==> src/rtl/spi_fifo_port.sv <==
module spi_fifo_port #(
  parameter int DEPTH   = 128,
  parameter int MAW     = 12,
  parameter logic [7:0] OP_RD = 8'h30,
  parameter logic [7:0] OP_CP = 8'h31,
  parameter logic [7:0] OP_WR = 8'h3A
) (
  input  logic           clk,
  input  logic           rst_n,
  input  logic           spi_csn,
  input  logic           spi_sclk,
  input  logic           spi_mosi,
  output logic           spi_miso,
  input  logic           rx_in_valid,
  input  logic [7:0]     rx_in_data,
  output logic [7:0]     rx_level,
  input  logic           tx_out_ready,
  output logic [7:0]     tx_out_data,
  output logic [7:0]     tx_level,
  output logic           mem_we,
  output logic [MAW-1:0] mem_addr,
  output logic [7:0]     mem_wdata,
  output logic           rx_underflow,
  output logic           tx_overflow
);
  localparam int PW = $clog2(DEPTH);
  localparam int CW = PW + 1;
  localparam logic [CW-1:0] FULL = CW'(DEPTH);

  typedef enum logic [2:0] {PH_OPC, PH_AHI, PH_ALO, PH_RXD, PH_TXD, PH_SKIP} phase_t;

  logic [2:0] sclk_s, csn_s;
  logic [1:0] mosi_s;
  logic [2:0] bit_cnt;
  logic [7:0] sh_in, tx_sr, reply;
  logic       pend, ld_pend, cp_mode;
  logic [MAW-1:0] cp_addr;
  phase_t     phase, ph_nxt;

  logic [7:0]    rx_mem [DEPTH];
  logic [7:0]    tx_mem [DEPTH];
  logic [PW-1:0] rx_rp, rx_wp, tx_rp, tx_wp;
  logic [CW-1:0] rx_cnt, tx_cnt, tx_cnt_nxt;

  wire cs_act     = !csn_s[1];
  wire rise       = cs_act && sclk_s[1] && !sclk_s[2];
  wire fall       = cs_act && !sclk_s[1] && sclk_s[2];
  wire first_rise = rise && (bit_cnt == 3'd0);
  wire byte_done  = rise && (bit_cnt == 3'd7);
  wire [7:0] byte_in = {sh_in[6:0], mosi_s[1]};
  wire [7:0] rx_head = rx_mem[rx_rp];

  wire rx_push   = rx_in_valid && (rx_cnt != FULL);
  wire rx_pop    = first_rise && (phase == PH_RXD) && pend;
  wire rx_uf_ev  = first_rise && (phase == PH_RXD) && !pend;
  wire tx_pop    = tx_out_ready && (tx_cnt != '0);
  wire tx_push   = byte_done && (phase == PH_TXD) && (tx_cnt != FULL);
  wire tx_ovf_ev = byte_done && (phase == PH_TXD) && (tx_cnt == FULL);

  assign tx_cnt_nxt  = tx_cnt + CW'(tx_push) - CW'(tx_pop);
  assign spi_miso    = cs_act && tx_sr[7];
  assign rx_level    = 8'(rx_cnt);
  assign tx_level    = 8'(tx_cnt);
  assign tx_out_data = tx_mem[tx_rp];

  always_comb begin
    case (phase)
      PH_OPC:  ph_nxt = (byte_in == OP_RD) ? PH_RXD :
                        (byte_in == OP_CP) ? PH_AHI :
                        (byte_in == OP_WR) ? PH_TXD : PH_SKIP;
      PH_AHI:  ph_nxt = PH_ALO;
      PH_ALO:  ph_nxt = PH_RXD;
      default: ph_nxt = phase;
    endcase
    ld_pend = 1'b0;
    case (ph_nxt)
      PH_RXD: begin
        ld_pend = (rx_cnt != '0);
        reply   = ld_pend ? rx_head : 8'h00;
      end
      PH_AHI:  reply = 8'(rx_cnt);
      PH_TXD:  reply = 8'(tx_cnt_nxt);
      default: reply = 8'h00;
    endcase
  end

  always_ff @(posedge clk) begin
    if (rx_push) rx_mem[rx_wp] <= rx_in_data;
    if (tx_push) tx_mem[tx_wp] <= byte_in;
  end

  always_ff @(posedge clk or negedge rst_n) begin
    if (!rst_n) begin
      rx_rp <= '0; rx_wp <= '0; rx_cnt <= '0;
      tx_rp <= '0; tx_wp <= '0; tx_cnt <= '0;
    end else begin
      if (rx_push) rx_wp <= rx_wp + 1'b1;
      if (rx_pop)  rx_rp <= rx_rp + 1'b1;
      rx_cnt <= rx_cnt + CW'(rx_push) - CW'(rx_pop);
      if (tx_push) tx_wp <= tx_wp + 1'b1;
      if (tx_pop)  tx_rp <= tx_rp + 1'b1;
      tx_cnt <= tx_cnt_nxt;
    end
  end

  always_ff @(posedge clk or negedge rst_n) begin
    if (!rst_n) begin
      sclk_s <= '0; csn_s <= '1; mosi_s <= '0;
      bit_cnt <= '0; sh_in <= '0; tx_sr <= '0; pend <= 1'b0;
      cp_mode <= 1'b0; cp_addr <= '0; phase <= PH_OPC;
      mem_we <= 1'b0; mem_addr <= '0; mem_wdata <= '0;
      rx_underflow <= 1'b0; tx_overflow <= 1'b0;
    end else begin
      sclk_s <= {sclk_s[1:0], spi_sclk};
      csn_s  <= {csn_s[1:0], spi_csn};
      mosi_s <= {mosi_s[0], spi_mosi};
      mem_we <= 1'b0;
      rx_underflow <= rx_uf_ev;
      tx_overflow  <= tx_ovf_ev;
      if (!cs_act) begin
        bit_cnt <= '0;
        phase   <= PH_OPC;
        tx_sr   <= '0;
        pend    <= 1'b0;
      end else begin
        if (rise) begin
          sh_in   <= byte_in;
          bit_cnt <= bit_cnt + 3'd1;
        end
        if (fall && bit_cnt != 3'd0) tx_sr <= {tx_sr[6:0], 1'b0};
        if (first_rise) pend <= 1'b0;
        if (rx_pop && cp_mode) begin
          mem_we    <= 1'b1;
          mem_addr  <= cp_addr;
          mem_wdata <= rx_head;
          cp_addr   <= cp_addr + 1'b1;
        end
        if (byte_done) begin
          phase <= ph_nxt;
          tx_sr <= reply;
          pend  <= ld_pend;
          case (phase)
            PH_OPC: cp_mode <= (byte_in == OP_CP);
            PH_AHI: cp_addr <= MAW'({byte_in, 8'h00});
            PH_ALO: cp_addr <= {cp_addr[MAW-1:8], byte_in};
            default: ;
          endcase
        end
      end
    end
  end

  // fill counts never exceed the queue depth
  a_r1_level_bound: assert property (@(posedge clk) disable iff (!rst_n)
    rx_level <= 8'(FULL) && tx_level <= 8'(FULL));

  // an underflow leaves the receive count untouched
  a_r3_underflow_no_pop: assert property (@(posedge clk) disable iff (!rst_n)
    rx_underflow && !$past(rx_push) |-> rx_level == $past(rx_level));

  // every memory write of the copying read matches one pop
  a_r4_copy_is_pop: assert property (@(posedge clk) disable iff (!rst_n)
    mem_we && !$past(rx_push) |-> rx_level == $past(rx_level) - 8'd1);

  // the transmit count moves by at most one entry per cycle
  a_r6_tx_step: assert property (@(posedge clk) disable iff (!rst_n)
    tx_level == $past(tx_level) || tx_level == $past(tx_level) + 8'd1 ||
    tx_level == $past(tx_level) - 8'd1);

  // an overflow leaves the transmit queue full
  a_r8_overflow_stays_full: assert property (@(posedge clk) disable iff (!rst_n)
    tx_overflow && !$past(tx_pop) |-> tx_level == 8'(FULL));
endmodule

==> config.mk <==
export PLATFORM = sky130hd
export DESIGN_NAME = spi_fifo_port
export DESIGN_NICKNAME = d
export VERILOG_FILES = /design/src/rtl/spi_fifo_port.sv
export SDC_FILE = /design/constraint.sdc
export NUM_CORES = 2
export LEC_CHECK = 0
export ABC_CLOCK_PERIOD_IN_PS = 3800
export BUFFER_PORTS_ARGS = -buffer_cell sky130_fd_sc_hd__buf_4
export CORE_MARGIN = 1.5
export CORE_UTILIZATION = 23
export CTS_BUF_LIST = sky130_fd_sc_hd__clkbuf_8
export DETAILED_ROUTE_END_ITERATION = 8
export MAX_ROUTING_LAYER = met4
export PLACE_DENSITY = 0.47
export SLEW_MARGIN = 20
export SYNTH_ARGS = -nofsm -noshare
export SYNTH_HDL_FRONTEND = slang
export SYNTH_SLANG_ARGS = --single-unit
==> constraint.sdc <==
create_clock -name clk -period 3.8 [get_ports clk]
set_clock_uncertainty 0.1 [all_clocks]
set_input_delay 0.76 -clock clk [delete_from_list [all_inputs] [get_ports clk]]
set_output_delay 0.76 -clock clk [all_outputs]
set_load 0.01 [all_outputs]
* Yosys cells after proc, flatten, opt, wreduce, memory -nomap -nowiden *
Memories as Yosys holds them, arrays and structs flattened.
Cells that the tools add are included.
W data, S select, Z words.

storage, ports and cells
  register bits = 109
  RAM bits = 2048
  input bits = 15
  output and inout bits = 48
  memories = 2

memories
  memory  depth  bits a word  rd ports  clocked after memory_dff  wr ports  line  RTL
  rx_mem  128    8            1         0                         1         40    logic [7:0] rx_mem [DEPTH];
  tx_mem  128    8            1         0                         1         41    logic [7:0] tx_mem [DEPTH];

cells by class
  $add $sub $neg = 10
  eq/ne operators = 15
  muxes and demuxes = 26
  bitwise operators = 1
  reductions and logical operators = 34

operators with widths
  operator                 number
  $mux W8                  4
  $add A7 B1 Y7 const B    4
  $eq A8 B6 Y1 const B     3
  $mux W12                 2
  $pmux W12 S2             1
  $pmux W8 S3              1
  $mux W3                  6
  $logic_and A1 B1 Y1      17
  $add A8 B1 Y8            2
  $ne A8 B8 Y1 const B     2
  $reduce_bool A8 Y1       2
  $sub A8 B1 Y8            2
  $add A12 B1 Y12 const B  1
  $mux W1                  11
  $eq A3 B2 Y1 const B     3
  $eq A3 B3 Y1 const B     3
  $pmux W3 S3              1
  $reduce_bool A3 Y1       3
  $eq A8 B8 Y1 const B     1
  $eq A3 B1 Y1 const B     2
  $logic_not A3 Y1         2
  $reduce_and A2 Y1        3
  $logic_not A1 Y1         4
  $reduce_bool A2 Y1       2
  4 further kinds          4

* Logic depth before layout (Yosys ltp) *
  word-level depth = 11
  mapped depth = 18
  gate-level depth less buffers = 17

* Least setup slack after synthesis *
Ideal clock, no wire load.

  path type = reg2reg
  from = register sh_in[4]
  to = register tx_sr[7]
  library setup time = 94 ps
  arrival = 3735 ps
  data required time = 3606 ps
  setup slack = -129 ps
  cell stages (with the launch flop) = 7
  period minus slack after synthesis = 3929 ps
  path through = dfrtp_1 -> nor4b_1 -> nand4_1 -> nor4_1 -> o2bb2ai_1 -> a31oi_1 -> a211oi_1

between the ends
  cells in the longest elaborated chain, start to end = 9

RTL lines
  what                                  line  RTL
  start, declared                       35    logic [7:0] sh_in, tx_sr, reply;
  start signal, assigned                127   sh_in <= byte_in;
  $eq A8 B6 Y1                          70    (byte_in == OP_WR) ? PH_TXD : PH_SKIP;
  $mux W1                               70
  $mux W3                               69    (byte_in == OP_CP) ? PH_AHI :
  $mux W3 (*)                           68    PH_OPC: ph_nxt = (byte_in == OP_RD) ? PH_RXD :
  $pmux W3 S3 (*)                       67    case (phase)
  $eq A3 B3 Y1 (tied with other cells)  76    case (ph_nxt)
  $pmux W8 S3 (*)                       76
  $mux W8 (*)                           138   if (byte_done) begin
  $mux W8 (*)                           120   if (!cs_act) begin
  end signal, assigned                  130   if (fall && bit_cnt != 3'd0) tx_sr <= {tx_sr[6:0], 1'b0};
  end signal, assigned                  140   tx_sr <= reply;
  end, declared                         35

Every way passes the cells marked *; elsewhere a longest branch is shown, timed or not.
A chain may end at the register's enable or synchronous reset.

* Worst setup path after layout *
  from = register tx_rp[0]
  to = output tx_out_data[0]

between the ends
  cells in the longest elaborated chain, start to end = 1

RTL lines
  what                    line  RTL
  start, declared         42    logic [PW-1:0] rx_rp, rx_wp, tx_rp, tx_wp;
  start signal, assigned  101   if (tx_pop) tx_rp <= tx_rp + 1'b1;
  $mem_v2 Z128 W8         n/a
  end, declared           18    output logic [7:0] tx_out_data,

Every way passes these cells.

==> flow_summary.toml <==
[logic_synthesis]
syn_inst = 3995
synth_edf_count = 2048
ys.warnings.count = 0
synth_compound_area_share_pct = 2.265
synth-seq-cells = 2157
synth_top_family_by_area = "multiplexers"
netlist_area_mm2 = 0.08423
yosysSeqAreaShare_pct = 76.25
synth_area_per_cell_um2 = 21.08
synth_fa_ha_area_share_pct = 0.5229
synthMuxAreaShare_pct = 16.34
synth-xor-area-share_pct = 0.4263
syn_nets = 4044
synth.distinct_cells = 65
synthFlopType = "edfxtp_1"
ys_async_sr_fraction_pct = 5.053
synthSimpleGateAreaFrac_pct = 2.963

[cells_and_area]
final_cell_mix = "2048 x edfxtp_1, 550 x mux4_2, 515 x buf_4, 378 x clkbuf_8, 296 x nor2_1"
layout-drive-gt1-share_pct = 33.03
final_common_cell = "edfxtp_1"
syn_to_final_growth_pct = 20.88
nNetsFinal = 4801
fin_util_pct = 27.90

[setup_path]
critPathKind = "reg -> out"
crit_required_ns = 2.94
r2r-start = "bit_cnt[0]"
path_max_fanout = 6
r2r_cells = 16
startpoint_type = "register"
cp_num_buf_inv = 6
path_cells = "buf_12 > buf_12 > buf_12 > buf_12 > buf_12 > mux4_2 > mux4_2 > mux4_2 > o21a_4 > buf_6"
worstSetupEndpointType = "primary output"
slowest_delay_ns = 0.52
path_delay_family = "multiplexers"
worstReg2RegEnd = "tx_sr[4]"
worst-endpoint-arrival_ns = 4.01
r2r_slack_ns = 0.32
path_common_cell = "buf_12"
cpMaxStageDelayCell = "mux4_2"

[clock_network]
insertion_delay_ns = 1.01
cts_tree = "built"
cts_root_buffer = "clkbuf_8"
htree_levels = 5
clkSinkCount = 2157
cts.path.max_buffers = 4
clk_pin_slew_ns = 0.06
cts_buffers = 368

[power]
swShare_pct = 28.09
power_frac_comb_pct = 22.4
leakagePower_nw = 32.85
powerDensity_mw_per_mm2 = 595.1
peakVddDrop_v = 0.0004261
p_total_mw = 60.59
p_clk_share_pct = 32.2
p_seq_share_pct = 45.4
internal_power_mw = 43.57
p_switching_mw = 17.02

[detailed_routing]
wirelength_mm = 229.0
drc = 0
drt_iter0_markers = 3448
vias = 42240
ant_nets = 0
firstDrtPassIters = 5
vias_per_cell = 4.277
wire_per_inst_um = 23.19

[outcome]
violations = "setup timing"
status = "finished with violations"

[hold_path]
min_to = "rx_mem[10][0]"
worstHoldStart = "rx_in_data[0]"
min_path_type = "in -> reg"
hold_depth = 1

[timing]
max_freq_mhz = 205.3
worst_slew_pin_slew_ns = 0.9991
finalWorstSetupSlack_ns = -1.070
period_minus_slack_ns = 4.870
fin_crit_sh_pct = 128.2
rsz0062_at_grt = "yes"
relSlewSlack_pct = 33.39
final-hold-violation-count = 0
drv_slew = 0
finalSetupViolations = 8

[grt]
gr-usage-all-layers_pct = 12.52
antenna_found_initial = 4
grt_pass1_vias = 44790
grt_first_pass_wirelength_mm = 330.5
grt_overflow_total = 0
grt_max_degree = 85

[floorplanning]
die_x_um = 608.2
initial_core_util_pct = 23.08
io_pins = 63
die_h_um = 608.2
die_area_mm2 = 0.3699
core_mm2 = 0.3650
std_cell_rows = 222

[placement]
place.gp.congestion = 0.8088
dp_hpwl_mm = 146.0
io_buffers = 62

[job]
max_cap_violations = 0
==> through the flow <==
| step | hold WS, ns | std cells | instance area [um^2] | setup slack (ns) | setup TNS (ns) |
|---|---|---|---|---|---|
| global route | 0.1417 | 9875 | 101800 | -1.215 | -9.428 |
| global placement | 0.2377 | 9164 | 94310 | -0.4320 | -1.569 |
| finish | 0.1662 | 9876 | 101800 | -1.070 | -8.202 |
| floorplan | 0.2312 | 3995 | 84230 | 0.2473 | 0 |
| CTS | 0.08396 | 9865 | 101700 | -1.222 | -9.371 |
| detailed placement | 0.2427 | 9164 | 94310 | -0.4197 | -1.567 |
==> sequential cells by signal, summed over array words and instances (netlist names), 2 cells and up <==
signal	count
tx_wp	7
mem_addr	12
phase	3
csn_s	2
mosi_s	2
tx_mem	1024
rx_mem	1024
tx_level	8
rx_level	8
rx_rp	7
sclk_s	3
tx_rp	7
sh_in	7
bit_cnt	3
cp_addr	12
mem_wdata	8
tx_sr	8
rx_wp	7
==> how the worst max path moves through the flow <==
stage               startpoint             end  depth (start not counted)
finish                tx_rp[0]  tx_out_data[0]                         10
global route          tx_rp[0]  tx_out_data[3]                         10
global placement      tx_rp[0]  tx_out_data[5]                         10
detailed placement    tx_rp[0]  tx_out_data[5]                         10
floorplan             sh_in[1]        tx_sr[7]                          6
CTS                   tx_rp[0]  tx_out_data[0]                         10
==> power by group through the flow <==
stage / Combinational [mW] / Sequential (mW) / Clock, mW
2_1_floorplan: 7.03 / 28.1 / 0
3_3_place_gp: 12.8 / 28.0 / 0
3_5_place_dp: 12.9 / 28.0 / 0
4_1_cts: 14.0 / 27.5 / 20.2
5_1_grt: 14.5 / 27.6 / 21.2
6_report: 13.6 / 27.5 / 19.5
==> metal layers <==
layer / wire length (um) / up-vias / global-route usage, %
li1: - / 18190 / -
met1: 96400 / 22670 / 15.54
met2: 116700 / 1057 / 21.18
met3: 10560 / 325 / 2.014
met4: 5326 / 0 / 3.318
met5: 0 / - / -
==> cell type report <==
type	instances	area (um^2)
diodes	7	17.52
clock buffers	378	5202
clock inverters	293	1550
fillers	36290	263200
inverters	38	142.6
multi-input cells	1590	19140
flip-flops and latches	2157	64280
well taps	4816	6026
repair buffers	597	5458
==> repair_timing <==
item                                    in CTS  in global routing
endpoints found under the hold margin       44                  0
buffers inserted                            19                  3
endpoints found under the setup margin       9                 12
gates cloned                                 8                  1
hold buffers                                 4                  0
gates resized for setup                     49                  6
pin swaps                                    2                  2
==> cells by family (layout without fill, tap and decap cells) <==
logic type               after synthesis  count (layout)
AO/OA/AOI/OAI                        269             269
XOR/XNOR                              41              41
adder cells (fa/ha/maj)               34              34
buffers and inverters                248            1306
flip-flops                          2157            2157
multiplexers                         684             684
other                                  0               7
AND/OR/NAND/NOR                      562             562
==> cell usage after synthesis, types with 25 or more instances <==
master    count  area share, %
clkbuf_1    107           0.48
buf_2        72           0.43
mux2i_1     109            1.3
nand2_1     108           0.48
o21ai_0      38           0.23
a22oi_1     112            1.0
buf_1        26           0.12
mux4_2      550             15
xnor2_1      25           0.26
nor2_1      296            1.3
ha_1         32           0.48
mux2_2       25           0.33
inv_1        34           0.15
edfxtp_1   2048             73
dfrtp_1     107            3.2
nand3_1      47           0.28
Note: power is estimated with default switching activity, not from simulation.
